<file path="config.mk">
export PLATFORM = sky130hd
export DESIGN_NAME = uart_rx_tagged
export DESIGN_NICKNAME = d
export VERILOG_FILES = /design/src/rtl/uart_rx_pkg.sv /design/src/rtl/uart_rx_sync.sv /design/src/rtl/uart_rx_fsm.sv /design/src/rtl/uart_rx_fifo.sv /design/src/rtl/uart_rx_tagged.sv
export SDC_FILE = /design/constraint.sdc
export NUM_CORES = 1
export LEC_CHECK = 0
export BUFFER_PORTS_ARGS = -buffer_cell sky130_fd_sc_hd__buf_2
export CAP_MARGIN = 15
export CORE_UTILIZATION = 50
export DETAILED_ROUTE_END_ITERATION = 7
export PLACE_DENSITY = 0.79
export SLEW_MARGIN = 20
export SYNTH_ARGS = -nofsm -noshare
export SYNTH_HDL_FRONTEND = slang
export SYNTH_SLANG_ARGS = --single-unit
</file>
<file path="constraint.sdc">
create_clock -name clk -period 2.51 [get_ports clk]
set_clock_uncertainty 0.2 [all_clocks]
set_input_delay 0.1255 -clock clk [delete_from_list [all_inputs] [get_ports clk]]
set_output_delay 0.1255 -clock clk [all_outputs]
set_load 0.02 [all_outputs]
</file>
<file path="src/rtl/uart_rx_pkg.sv">
package uart_rx_pkg;

    typedef enum logic [2:0] {
        ST_IDLE,
        ST_START,
        ST_DATA,
        ST_PARITY,
        ST_STOP
    } rx_state_e;

    typedef struct packed {
        logic       ovr;
        logic       ferr;
        logic       perr;
        logic [8:0] chr;
    } rx_entry_t;

    function automatic logic [3:0] char_len(input logic [2:0] code);
        case (code)
            3'b000:  return 4'd5;
            3'b001:  return 4'd6;
            3'b010:  return 4'd7;
            3'b111:  return 4'd9;
            default: return 4'd8;
        endcase
    endfunction

endpackage

</file>
<file path="src/rtl/uart_rx_sync.sv">
module uart_rx_sync #(
    parameter int STAGES = 2
) (
    input  logic clk,
    input  logic rst_n,
    input  logic d,
    output logic q
);
    logic [STAGES-1:0] pipe_q;

    always_ff @(posedge clk or negedge rst_n) begin
        if (!rst_n) pipe_q <= '1;
        else        pipe_q <= {pipe_q[STAGES-2:0], d};
    end

    assign q = pipe_q[STAGES-1];
endmodule

</file>
<file path="src/rtl/uart_rx_fsm.sv">
module uart_rx_fsm
    import uart_rx_pkg::*;
#(
    parameter int OS_RATE = 16
) (
    input  logic       clk,
    input  logic       rst_n,
    input  logic       en,
    input  logic       tick,
    input  logic       rxd,
    input  logic [2:0] cfg_size,
    input  logic       cfg_par_en,
    input  logic       cfg_par_odd,
    output logic       push,
    output rx_entry_t  push_entry,
    output rx_state_e  state
);
    localparam int CNT_W = $clog2(OS_RATE);
    localparam logic [CNT_W-1:0] SMP_A   = CNT_W'(OS_RATE / 2 - 1);
    localparam logic [CNT_W-1:0] SMP_B   = CNT_W'(OS_RATE / 2);
    localparam logic [CNT_W-1:0] SMP_C   = CNT_W'(OS_RATE / 2 + 1);
    localparam logic [CNT_W-1:0] CNT_TOP = CNT_W'(OS_RATE - 1);

    rx_state_e        state_q, state_d;
    logic [CNT_W-1:0] cnt_q;
    logic [3:0]       bit_q;
    logic [1:0]       votes_q;
    logic [8:0]       shr_q;
    logic             par_q;

    logic       samp, decide, bit_end, maj, last_data;
    logic [3:0] len;

    assign len       = char_len(cfg_size);
    assign samp      = tick && (cnt_q == SMP_A || cnt_q == SMP_B);
    assign decide    = tick && (cnt_q == SMP_C);
    assign bit_end   = tick && (cnt_q == CNT_TOP);
    assign maj       = (votes_q[1] & votes_q[0]) | (votes_q[1] & rxd) | (votes_q[0] & rxd);
    assign last_data = (bit_q == len - 4'd1);

    // state register
    always_ff @(posedge clk or negedge rst_n) begin
        if (!rst_n) state_q <= ST_IDLE;
        else        state_q <= state_d;
    end

    // next state
    always_comb begin
        state_d = state_q;
        unique case (state_q)
            ST_IDLE:   if (!rxd) state_d = ST_START;
            ST_START:  begin
                if (decide && maj) state_d = ST_IDLE;
                else if (bit_end)  state_d = ST_DATA;
            end
            ST_DATA:   if (bit_end && last_data) state_d = cfg_par_en ? ST_PARITY : ST_STOP;
            ST_PARITY: if (bit_end) state_d = ST_STOP;
            ST_STOP:   if (decide) state_d = ST_IDLE;
            default:   state_d = ST_IDLE;
        endcase
        if (!en) state_d = ST_IDLE;
    end

    // bit timing and shift register
    always_ff @(posedge clk or negedge rst_n) begin
        if (!rst_n) begin
            cnt_q   <= '0;
            bit_q   <= '0;
            votes_q <= '0;
            shr_q   <= '0;
            par_q   <= 1'b0;
        end else if (state_q == ST_IDLE) begin
            cnt_q   <= '0;
            bit_q   <= '0;
            votes_q <= '0;
            shr_q   <= '0;
            par_q   <= 1'b0;
        end else if (tick) begin
            cnt_q <= (cnt_q == CNT_TOP) ? '0 : cnt_q + 1'b1;
            if (samp) votes_q <= {votes_q[0], rxd};
            if (decide && state_q == ST_DATA)   shr_q <= shr_q | (9'(maj) << bit_q);
            if (decide && state_q == ST_PARITY) par_q <= maj;
            if (bit_end && state_q == ST_DATA)  bit_q <= bit_q + 4'd1;
        end
    end

    // outputs
    always_comb begin
        push            = en && (state_q == ST_STOP) && decide;
        push_entry.chr  = shr_q;
        push_entry.ferr = !maj;
        push_entry.perr = cfg_par_en && ((^shr_q ^ par_q) != cfg_par_odd);
        push_entry.ovr  = 1'b0;
        state           = state_q;
    end
endmodule

</file>
<file path="src/rtl/uart_rx_fifo.sv">
module uart_rx_fifo
    import uart_rx_pkg::*;
#(
    parameter int DEPTH = 2
) (
    input  logic                      clk,
    input  logic                      rst_n,
    input  logic                      flush,
    input  logic                      push,
    input  rx_entry_t                 push_entry,
    input  logic                      pop,
    output rx_entry_t                 head,
    output logic [$clog2(DEPTH+1)-1:0] count
);
    localparam int PW = (DEPTH > 1) ? $clog2(DEPTH) : 1;
    localparam int CW = $clog2(DEPTH + 1);
    localparam logic [PW-1:0] LAST = PW'(DEPTH - 1);

    rx_entry_t     mem_q [DEPTH];
    logic [PW-1:0] wr_q, rd_q, newest;
    logic [CW-1:0] cnt_q;
    logic          full, do_push, do_pop, ovr_set;

    function automatic logic [PW-1:0] inc(input logic [PW-1:0] p);
        return (p == LAST) ? '0 : p + 1'b1;
    endfunction

    assign full    = (cnt_q == CW'(DEPTH));
    assign do_push = push && !full;
    assign ovr_set = push && full;
    assign do_pop  = pop && (cnt_q != '0);
    assign newest  = (wr_q == '0) ? LAST : wr_q - 1'b1;

    always_ff @(posedge clk or negedge rst_n) begin
        if (!rst_n) begin
            wr_q  <= '0;
            rd_q  <= '0;
            cnt_q <= '0;
            for (int i = 0; i < DEPTH; i++) mem_q[i] <= '0;
        end else if (flush) begin
            wr_q  <= '0;
            rd_q  <= '0;
            cnt_q <= '0;
            for (int i = 0; i < DEPTH; i++) mem_q[i] <= '0;
        end else begin
            if (do_push) begin
                mem_q[wr_q] <= push_entry;
                wr_q        <= inc(wr_q);
            end
            if (ovr_set) mem_q[newest].ovr <= 1'b1;
            if (do_pop)  rd_q <= inc(rd_q);
            cnt_q <= cnt_q + CW'(do_push) - CW'(do_pop);
        end
    end

    assign head  = mem_q[rd_q];
    assign count = cnt_q;
endmodule

</file>
<file path="src/rtl/uart_rx_tagged.sv">
module uart_rx_tagged
    import uart_rx_pkg::*;
#(
    parameter int OS_RATE    = 16,
    parameter int FIFO_DEPTH = 2,
    parameter int SYNC_STAGES = 2
) (
    input  logic       clk,
    input  logic       rst_n,
    input  logic       rx_en,
    input  logic       os_tick,
    input  logic       rxd,
    input  logic [2:0] cfg_size,
    input  logic       cfg_par_en,
    input  logic       cfg_par_odd,
    input  logic       rd_data,
    output logic       rx_avail,
    output logic [7:0] rx_data,
    output logic       rx_bit8,
    output logic       err_frame,
    output logic       err_parity,
    output logic       err_overrun
);
    localparam int CW = $clog2(FIFO_DEPTH + 1);

    logic          rxd_s, push;
    rx_entry_t     push_entry, head;
    rx_state_e     fsm_state;
    logic [CW-1:0] fifo_count;

    uart_rx_sync #(.STAGES(SYNC_STAGES)) u_sync (
        .clk(clk), .rst_n(rst_n), .d(rxd), .q(rxd_s)
    );

    uart_rx_fsm #(.OS_RATE(OS_RATE)) u_fsm (
        .clk(clk), .rst_n(rst_n), .en(rx_en), .tick(os_tick), .rxd(rxd_s),
        .cfg_size(cfg_size), .cfg_par_en(cfg_par_en), .cfg_par_odd(cfg_par_odd),
        .push(push), .push_entry(push_entry), .state(fsm_state)
    );

    uart_rx_fifo #(.DEPTH(FIFO_DEPTH)) u_fifo (
        .clk(clk), .rst_n(rst_n), .flush(!rx_en), .push(push),
        .push_entry(push_entry), .pop(rd_data), .head(head), .count(fifo_count)
    );

    always_comb begin
        rx_avail    = (fifo_count != '0);
        rx_data     = rx_avail ? head.chr[7:0] : 8'h00;
        rx_bit8     = rx_avail && head.chr[8];
        err_frame   = rx_avail && head.ferr;
        err_parity  = rx_avail && head.perr;
        err_overrun = rx_avail && head.ovr;
    end
endmodule

</file>
# Word level (Yosys, flattened, before mapping)
# Index checks and enable logic that the tools add are counted.
# Widths: inputs -> output; s select.
dict set report totals {
  reg_bits 53
  input_bits 11
  out_inout_bits 13
}
dict set report op_classes {
  add_sub_neg 8
  order_cmp 5
  n_eq_ne 21
  shifts 1
  muxes 47
  bitwise_logic 10
  reduce_logical 37
}
# op n
set op_table {}
lappend op_table {{$mux 24} 4}
lappend op_table {{$mux 12} 5}
lappend op_table {{$bwmux 24} 2}
lappend op_table {{$mux 9} 3}
lappend op_table {{$demux 12 s1} 2}
lappend op_table {{$mux 3} 8}
lappend op_table {{$mux 4} 6}
lappend op_table {{$logic_and 1x1->1} 20}
lappend op_table {{$pmux 4 s4} 1}
lappend op_table {{$pmux 3 s5} 1}
lappend op_table {{$eq 4x4->1 const B} 3}
lappend op_table {{$reduce_bool 2->1} 6}
lappend op_table {{$mux 1} 10}
lappend op_table {{$eq 3x2->1 const B} 3}
lappend op_table {{$ne 3x2->1 const B} 3}
lappend op_table {{$or 9x9->9} 1}
lappend op_table {{$reduce_xor 9->1} 1}
lappend op_table {{$shl 1x4->9} 1}
lappend op_table {{$add 4x1->4 const B} 2}
lappend op_table {{$mux 2} 4}
lappend op_table {{$mux 8} 1}
lappend op_table {{$reduce_and 2->1} 4}
lappend op_table {{$eq 3x1->1 const B} 2}
lappend op_table {{$eq 3x3->1 const B} 2}
lappend op_table {{other kinds (22)} 34}

# Depth between registers and ports, before layout
# Gate-level depths: netlist of run 1.
dict set report logic_depth {
  word_depth 11
  mapped_depth 9
  mapped_depth_nobuf 8
}

# Modules after synthesis
# Synthesis of run 1 repeated with hierarchy kept, for this count alone.
dict set report hier_totals {
  cells_unflattened 273
  hier_area_um2 2939.1
}
# mod n_inst cells_per_inst area_each_um2 seq_area_each_um2
set by_module_without_submodules {}
lappend by_module_without_submodules {uart_rx_fsm 1 154 1426.4 575.6}
lappend by_module_without_submodules {uart_rx_fifo 1 101 1337.5 700.7}
lappend by_module_without_submodules {uart_rx_tagged 1 16 122.6 0.0}
lappend by_module_without_submodules {uart_rx_sync 1 2 52.6 52.6}

# Worst setup path before layout of run 1
# Ideal clock, no wire load.
dict set report synth_timing {
  kind {register -> register}
  start {register u_fsm.cnt_q[0]}
  end {register u_fsm.state_q[0], in the netlist u_fsm.state[0]}
  setup_ns 0.125
  arrival_time_ns 1.667
  required_ns 2.185
  setup_slack_ns 0.518
  stages_incl_launch_ff 7
  n_path_buf 0
  period_less_slack_ns 1.992
  cell_sequence {dfrtp_1 -> ha_1 -> and4_1 -> a211oi_1 -> o21ai_0 -> nor2_1 -> mux2_2}
}
dict set report synth_via {
  elab_chain_len 6
}
# element line_no
set synth_rtl {}
lappend synth_rtl {{from (decl)} uart_rx_fsm.sv:25} ;# logic [CNT_W-1:0] cnt_q;
lappend synth_rtl {{from (signal assigned)} uart_rx_fsm.sv:79} ;# cnt_q <= (cnt_q == CNT_TOP) ? '0 : cnt_q + 1'b1;
lappend synth_rtl {{$eq 4x4->1} uart_rx_fsm.sv:36} ;# assign decide = tick && (cnt_q == SMP_C);
lappend synth_rtl {{$logic_and 1x1->1} uart_rx_fsm.sv:36}
lappend synth_rtl {{$logic_and 1x1->1} uart_rx_fsm.sv:53} ;# if (decide && maj) state_d = ST_IDLE;
lappend synth_rtl {{$mux 3} uart_rx_fsm.sv:53}
lappend synth_rtl {{$pmux 3 s5} uart_rx_fsm.sv:50} ;# unique case (state_q)
lappend synth_rtl {{$mux 3} uart_rx_fsm.sv:61} ;# if (!en) state_d = ST_IDLE;
lappend synth_rtl {{to (signal assigned)} uart_rx_fsm.sv:44} ;# else state_q <= state_d;
lappend synth_rtl {{to (decl)} uart_rx_fsm.sv:24} ;# rx_state_e state_q, state_d;
# Parallel ways exist; a longest one is shown, timed or not.
# A chain may end at the register's enable or synchronous reset.

# Final worst setup path of run 1
dict set report layout_timing {
  start {register u_fsm.cnt_q[1]}
  end {register u_fifo.mem_q[21] (netlist name)}
}
dict set report layout_via {
  elab_chain_len 9
}
# element line_no
set layout_rtl {}
lappend layout_rtl {{$eq 4x4->1 *} uart_rx_fsm.sv:36}
lappend layout_rtl {{$logic_and 1x1->1 *} uart_rx_fsm.sv:36}
lappend layout_rtl {{$logic_and 1x1->1 *} uart_rx_fsm.sv:89} ;# push = en && (state_q == ST_STOP) && decide;
lappend layout_rtl {{$logic_and 1x1->1} uart_rx_fifo.sv:29} ;# assign do_push = push && !full;
lappend layout_rtl {{$mux 24} uart_rx_fifo.sv:46} ;# if (do_push) begin
lappend layout_rtl {{$mux 24} uart_rx_fifo.sv:40} ;# end else if (flush) begin
lappend layout_rtl {{$bwmux 24} uart_rx_fifo.sv:50} ;# if (ovr_set) mem_q[newest].ovr <= 1'b1;
lappend layout_rtl {{$mux 24 *} uart_rx_fifo.sv:50}
lappend layout_rtl {{$mux 24 *} uart_rx_fifo.sv:40}
lappend layout_rtl {{to (signal, indexed assignment)} uart_rx_fifo.sv:47} ;# mem_q[wr_q] <= push_entry;
lappend layout_rtl {{to (decl)} uart_rx_fifo.sv:19} ;# rx_entry_t mem_q [DEPTH];
# Every way passes the cells marked *; elsewhere a longest branch is shown, timed or not. The select of a mux whose other input is x is not followed.

==> results of run 1 <==
==> through the flow <==
stage | total power [mW] | cells
after floorplan | 1.27 | 311
after global placement | 1.37 | 394
after CTS | 1.99 | 406
final | 1.97 | 406
after global routing | 2.10 | 406
after detailed placement | 1.39 | 394
==> tightest hold or removal path: cells and delay by family <==
| family | cells | cell delay [ns] |
|---|---|---|
| buffers and inverters | 1 | 0.17 |
| multiplexers | 1 | 0.09 |
| AND/OR/NAND/NOR | 1 | 0.09 |
==> kinds of logic after synthesis <==
logic type | count (synthesis)
fa+ha+maj | 7
buf+inv | 28
xor+xnor | 16
compound gates | 48
simple gates | 139
mux | 20
flops | 53
==> registers in the layout (all words and copies together), names as in the netlist <==
signal and count:
u_fsm.shr_q 9, u_fsm.par_q 1, u_fifo.rd_q 1, u_fifo.wr_q 1, u_fsm.state 3, u_fsm.bit_q 4, u_fifo.mem_q 24, u_fifo.count 2
u_fsm.votes_q 2, u_fsm.cnt_q 4, u_sync.pipe_q 2
==> per-layer routing <==
layer	routed length, microns	share of wire (%)	global-route usage, %
met5	0	0	0
met4	16	0.29	4.81
met3	182	3.3	3.84
met2	2760	50	34.6
met1	2570	47	27.8
==> worst min path at each step <==
| stage | start | to | slack [ns] | cells after the start |
|---|---|---|---|---|
| 3_5_place_dp | rst_n | u_fifo.rd_q | -0.14 | 1 |
| 5_1_grt | os_tick | u_fsm.cnt_q[1] | 0.02 | 3 |
| 4_1_cts | os_tick | u_fsm.cnt_q[1] | 0.002 | 3 |
| 2_1_floorplan | rst_n | u_fifo.count[0] | -0.37 | 0 |
| 3_3_place_gp | rst_n | u_fifo.rd_q | -0.14 | 1 |
| 6_report | os_tick | u_fsm.cnt_q[1] | 0.01 | 3 |
==> power breakdown <==
group	total, mW	internal (mW)	switching (mW)
combinational	0.401	0.161	0.240
sequential	0.972	0.895	0.0764
clock	0.597	0.326	0.271
==> cell usage after synthesis, types with 2 or more instances <==
| cell type | count |
|---|---|
| a21boi_0 | 3 |
| a21oi_1 | 14 |
| and2_1 | 5 |
| and3_1 | 2 |
| and3b_1 | 2 |
| and4_1 | 3 |
| buf_2 | 3 |
| buf_4 | 2 |
| buf_6 | 3 |
| clkbuf_1 | 9 |
| dfrtp_1 | 51 |
| dfstp_2 | 2 |
| ha_1 | 6 |
| inv_1 | 10 |
| mux2_2 | 3 |
| mux2i_1 | 17 |
| nand2_1 | 47 |
| nand2b_1 | 4 |
| nand3_1 | 16 |
| nand3b_1 | 3 |
| nor2_1 | 38 |
| nor2b_1 | 4 |
| nor3_1 | 3 |
| nor3_4 | 2 |
| nor3b_1 | 2 |
| o21ai_0 | 20 |
| o21ai_1 | 3 |
| xnor2_1 | 11 |
| xor2_1 | 4 |
==> cell type report <==
type                       count  area (sq um)
clock buffer                   7          86.3
clock inverter                 1          30.0
fill                         492          2330
inverter                      10          37.5
multi-input combinational    230          1440
sequential                    53          1330
tap                           72          90.1
timing repair buffer          33           200
==> repair_timing <==
action | 4_1_cts | 5_1_grt
hold buffers | 4 | 0
buffers inserted | 0 | 0
hold endpoints to repair | 20 | 0
resized for setup | 0 | 0
==> results_dict.tcl, run 1 <==
set metrics [dict create \
    status "completed" \
    crit_cells 7 \
    cp-startpoint "u_fsm.cnt_q[1]" \
    port_buffers 23 \
    rsz0062_at_grt "no" \
    drt-total-wl_microns 5530 \
    final_nets 350 \
    async_reset_ff_share_pct 100 \
    crit_required_ns 2.47 \
    powerDensity_nw_per_um2 614 \
    drt_iter0_markers 168 \
    synth_area_leaders "dfrtp_1 (44%), nand2_1 (6.1%), mux2i_1 (5.9%)" \
    hpwl_microns 3910 \
    reg2reg_slack_ns 0.24 \
    grt_pass1_wl_microns 10100 \
    layout_commonest_cell "dfrtp_1" \
    design_area_sq_um 3210 \
    antenna_found_initial 0 \
    drc 0 \
    cap_violations 0 \
    place.gp.congestion 0.817 \
    syn_nets 328 \
    timing.hold.ws_ns 0.0144 \
    synth_flop_cell "dfrtp_1" \
    finalCritPeriodShare_pct 90.3 \
    cts.clk_slew.worst_paths_ns 0.09 \
    worstReg2RegEnd "u_fifo.mem_q[21]" \
    path_buf_inv 1 \
    insertion_delay_ns 0.30 \
    fin_tns_setup_ns 0 \
    grt-ovfl-total 0 \
    cp_slowest_stage_delay_ns 0.42 \
    critPathKind "register to register" \
    cts_buffers 5 \
    synth.largest_area_cell "dfrtp_1" \
    syn_avg_cell_area_sq_um 9.32 \
    synth_top_family_by_area "simple AND/OR/NAND/NOR gates" \
    fp.dieH_microns 78.1 \
    cp-end-kind "register" \
    cts-root-buf "clkbuf_8" \
    max_slew_margin_pct 51.7 \
    reg2reg_depth 7 \
    crit_path_frequent_cell "nand3_1" \
    start_util_pct 52.3 \
    netlist.area_leader.share_pct 44.0 \
    maxSlewViolCount 0 \
    die_area_sq_um 6100 \
    rr_startpoint "u_fsm.cnt_q[1]" \
    cp_cell_sequence "inv_1, ha_1, and4b_1, and4_1, nand3_1, nand3_1, o41ai_1" \
    p_leak_nw 1.45 \
    via_per_inst 5.39 \
    num_vias 2188 \
    cp.arrival_ns 2.23 \
    ys_seq_area_share_pct 45.9 \
    final_cell_mix "dfrtp_1 (51), nand2_1 (47), nor2_1 (38)" \
    tightest_slew_ns 0.724 \
    synthAdderAreaFrac_pct 2.94 \
    synth_xor_area_share_pct 5.31 \
    grt_pass1_vias 2144 \
    synth.area.mux_share_pct 7.04 \
    avgRoutedWirePerCell_microns 13.6 \
    synth_cell_type_count 48 \
    netlist_area_sq_um 2900 \
    cts_sinks 53 \
    hold_path.class "input pin to register" \
    ios 24 \
    fmax_mhz 441 \
    firstDrtPassIters 4 \
    ant_nets 0 \
    netlist_instances 311 \
    setup_viol 0 \
    rows 27 \
    synth_seq_cells 53 \
    slowest_stage "dfrtp_1" \
    grt_use_total_pct 20.7 \
    synth_warnings 0 \
    crit_path_max_fanout 13 \
    grt_max_degree 39 \
    fin_crit_ns 2.27 \
    hold_viol 0 \
    synth_compound_area_share_pct 9.63 \
    chipWidth_microns 78.1 \
    htree_levels 2 \
    cts_tree "done" \
    pre_cts_slack_ns 0.265 \
    synth_edf_count 0 \
    clockBufferDepth 2 \
    area_growth_pct 10.7 \
    postPlaceCellArea_sq_um 3050 \
    setup_ws_ns 0.243 \
    drive_gt1_share_pct 14.7 \
    coreArea_sq_um 5540 \
    path_delay_family "simple AND/OR/NAND/NOR gates" \
    vdd_ir_drop_max_mv 0.372 \
    synth-simple-area-share_pct 24.4 \
    utilization_pct 57.9 \
    setup.worst_path.start_class "register" \
    antenna_cells 0 \
    endpoint "u_fifo.mem_q[21]" \
]
No activity file was read; power rests on OpenSTA's default activity.
==> run 2, diff against run 1 <==
clock period = 2.3 ns   (was 2.51 ns; I/O delays follow)
==> run 2 against run 1 <==
Against the previous run: via count grew 1.3%; setup slack lost 0.052 ns; critical path depth shrank 1; sequential share of layout area shrank 0.38 points; clock power shrank 12%; largest cell class unchanged; critical path type unchanged; highest routed layer unchanged; cell count grew 1.2%; register-to-register slack lost 0.05 ns; combinational power grew 21%; die area is the same; routed wire length shrank 1.6%; sequential power grew 6%; maximum frequency grew 7.5%.
==> results_dict.tcl, run 2 (synthesis results as in run 1) <==
set metrics [dict create \
    status "completed" \
    largest_reg_flops 24 \
    fin_tns_setup_ns 0 \
    grt-ovfl-total 0 \
    final_cell_mix "dfrtp_1 (51), nand2_1 (47), nor2_1 (38)" \
    power.internal_mw 1.38 \
    p_seq_share_pct 50.6 \
    hold_path.class "input pin to register" \
    cts_sinks 53 \
    finalCritPeriodShare_pct 91.7 \
    reg_top3 "u_fifo.mem_q x24, u_fsm.shr_q x9" \
    grt_max_degree 34 \
    setup.worst_path.start_class "register" \
    cap_violations 0 \
    max_slew_margin_pct 52.9 \
    cts_buffers 5 \
    cts_setup_buffers 0 \
    largest_register "u_fifo.mem_q" \
    postPlaceCellArea_sq_um 3090 \
    critPathKind "register to register" \
    crit_required_ns 2.30 \
    reg2reg_depth 6 \
    antenna_found_initial 0 \
    cp.arrival_ns 2.11 \
    cp-end-kind "register" \
    avgRoutedWirePerCell_microns 13.3 \
    chipWidth_microns 78.1 \
    num_vias 2217 \
    htree_levels 2 \
    maxSlewViolCount 0 \
    p_leak_nw 1.46 \
    utilization_pct 58.4 \
    drc 0 \
    area_growth_pct 11.7 \
    vdd_ir_drop_max_mv 0.480 \
    port_buffers 23 \
    clockBufferDepth 2 \
    comb_power_share_pct 23.7 \
    pre_cts_slack_ns 0.178 \
    ios 24 \
    layout_commonest_cell "dfrtp_1" \
    drive_gt1_share_pct 16.2 \
    setup_ws_ns 0.191 \
    firstDrtPassIters 4 \
    ant_nets 0 \
    rows 27 \
    power_switching_mw 0.664 \
    design_area_sq_um 3240 \
    powerDensity_nw_per_um2 632 \
    grt_use_total_pct 20.3 \
    cts.clk_slew.worst_paths_ns 0.09 \
    fmax_mhz 474 \
    netSwitchingFraction_pct 32.4 \
    cts_tree "done" \
    grt_pass1_vias 2110 \
    cts-root-buf "clkbuf_8" \
    place.gp.congestion 0.762 \
    drt-total-wl_microns 5450 \
    clock_power_share_pct 25.8 \
    fillers 513 \
    insertion_delay_ns 0.31 \
    grt_pass1_wl_microns 9730 \
    fin_crit_ns 2.11 \
    coreArea_sq_um 5540 \
    crit_path_max_fanout 6 \
    die_area_sq_um 6100 \
    hold_viol 0 \
    tightest_slew_ns 0.707 \
    hpwl_microns 3860 \
    start_util_pct 52.3 \
    final_nets 355 \
    antenna_cells 0 \
    via_per_inst 5.39 \
    holdPathStages 4 \
    setup_viol 0 \
    rsz0062_at_grt "no" \
    fp.dieH_microns 78.1 \
    drt_iter0_markers 128 \
]
## run 2: path summary, 6_finish.rpt
path	start	slack (ns)	endpoint
max in group asynchronous	rst_n	1.03	u_sync.pipe_q[1]
hold reg to reg	u_sync.pipe_q[0]	0.16	u_sync.pipe_q[1]
setup reg to reg	u_fsm.cnt_q[0]	0.19	u_fsm.state[1]
setup / recovery	u_fsm.cnt_q[0]	0.19	u_fsm.state[1]
hold / removal	rd_data	0.11	u_fifo.rd_q
min in group asynchronous	rst_n	0.18	u_fifo.count[1]
## run 2: cell type report
type | count | area (sq um) | area share [%]
well taps | 72 | 90.1 | 2.78
multi-input cells | 230 | 1440 | 44.4
repair buffers | 38 | 253 | 7.81
flip-flops and latches | 53 | 1330 | 41.0
inverters | 10 | 37.5 | 1.16
clock inverters | 3 | 22.5 | 0.696
clock buffers | 5 | 68.8 | 2.13
## run 2: power groups by stage
stage	clock, mW	sequential, mW	combinational (mW)
after detailed placement	0	1.05	0.479
after CTS	0.549	1.03	0.489
after floorplan	0	1.02	0.364
final	0.528	1.03	0.484
after global routing	0.583	1.04	0.546
after global placement	0	1.05	0.464
## run 2: routing by layer
metal | vias to the layer above | share of wire [%] | track usage (%)
li1 | 1102 | - | -
met1 | 1058 | 47 | 27.6
met2 | 51 | 48 | 32.2
met3 | 6 | 4.2 | 3.60
met4 | 0 | 0.86 | 7.96
met5 | - | 0 | 0
## run 2: critical path, stage by stage (launching register included)
cell and delay [ns]:
dfrtp_1 0.42, ha_2 0.23, and4_1 0.22, a211oi_1 0.26, o21ai_0 0.13, nor2_1 0.19, mux2_2 0.35
## run 2: through the flow
stage	hold WS [ns]	std cells	total power, mW
finish	0.106	411	2.05
detailed placement	0.00597	398	1.53
global placement	0.00817	398	1.51
floorplan	-0.381	311	1.38
CTS	0.106	411	2.07
global route	0.143	411	2.17
## run 2: what timing repair did
action / in CTS / in global routing
resized for setup: 0 / 1
hold buffers: 5 / 0
setup endpoints to repair: 0 / 2
endpoints found under the hold margin: 43 / 0
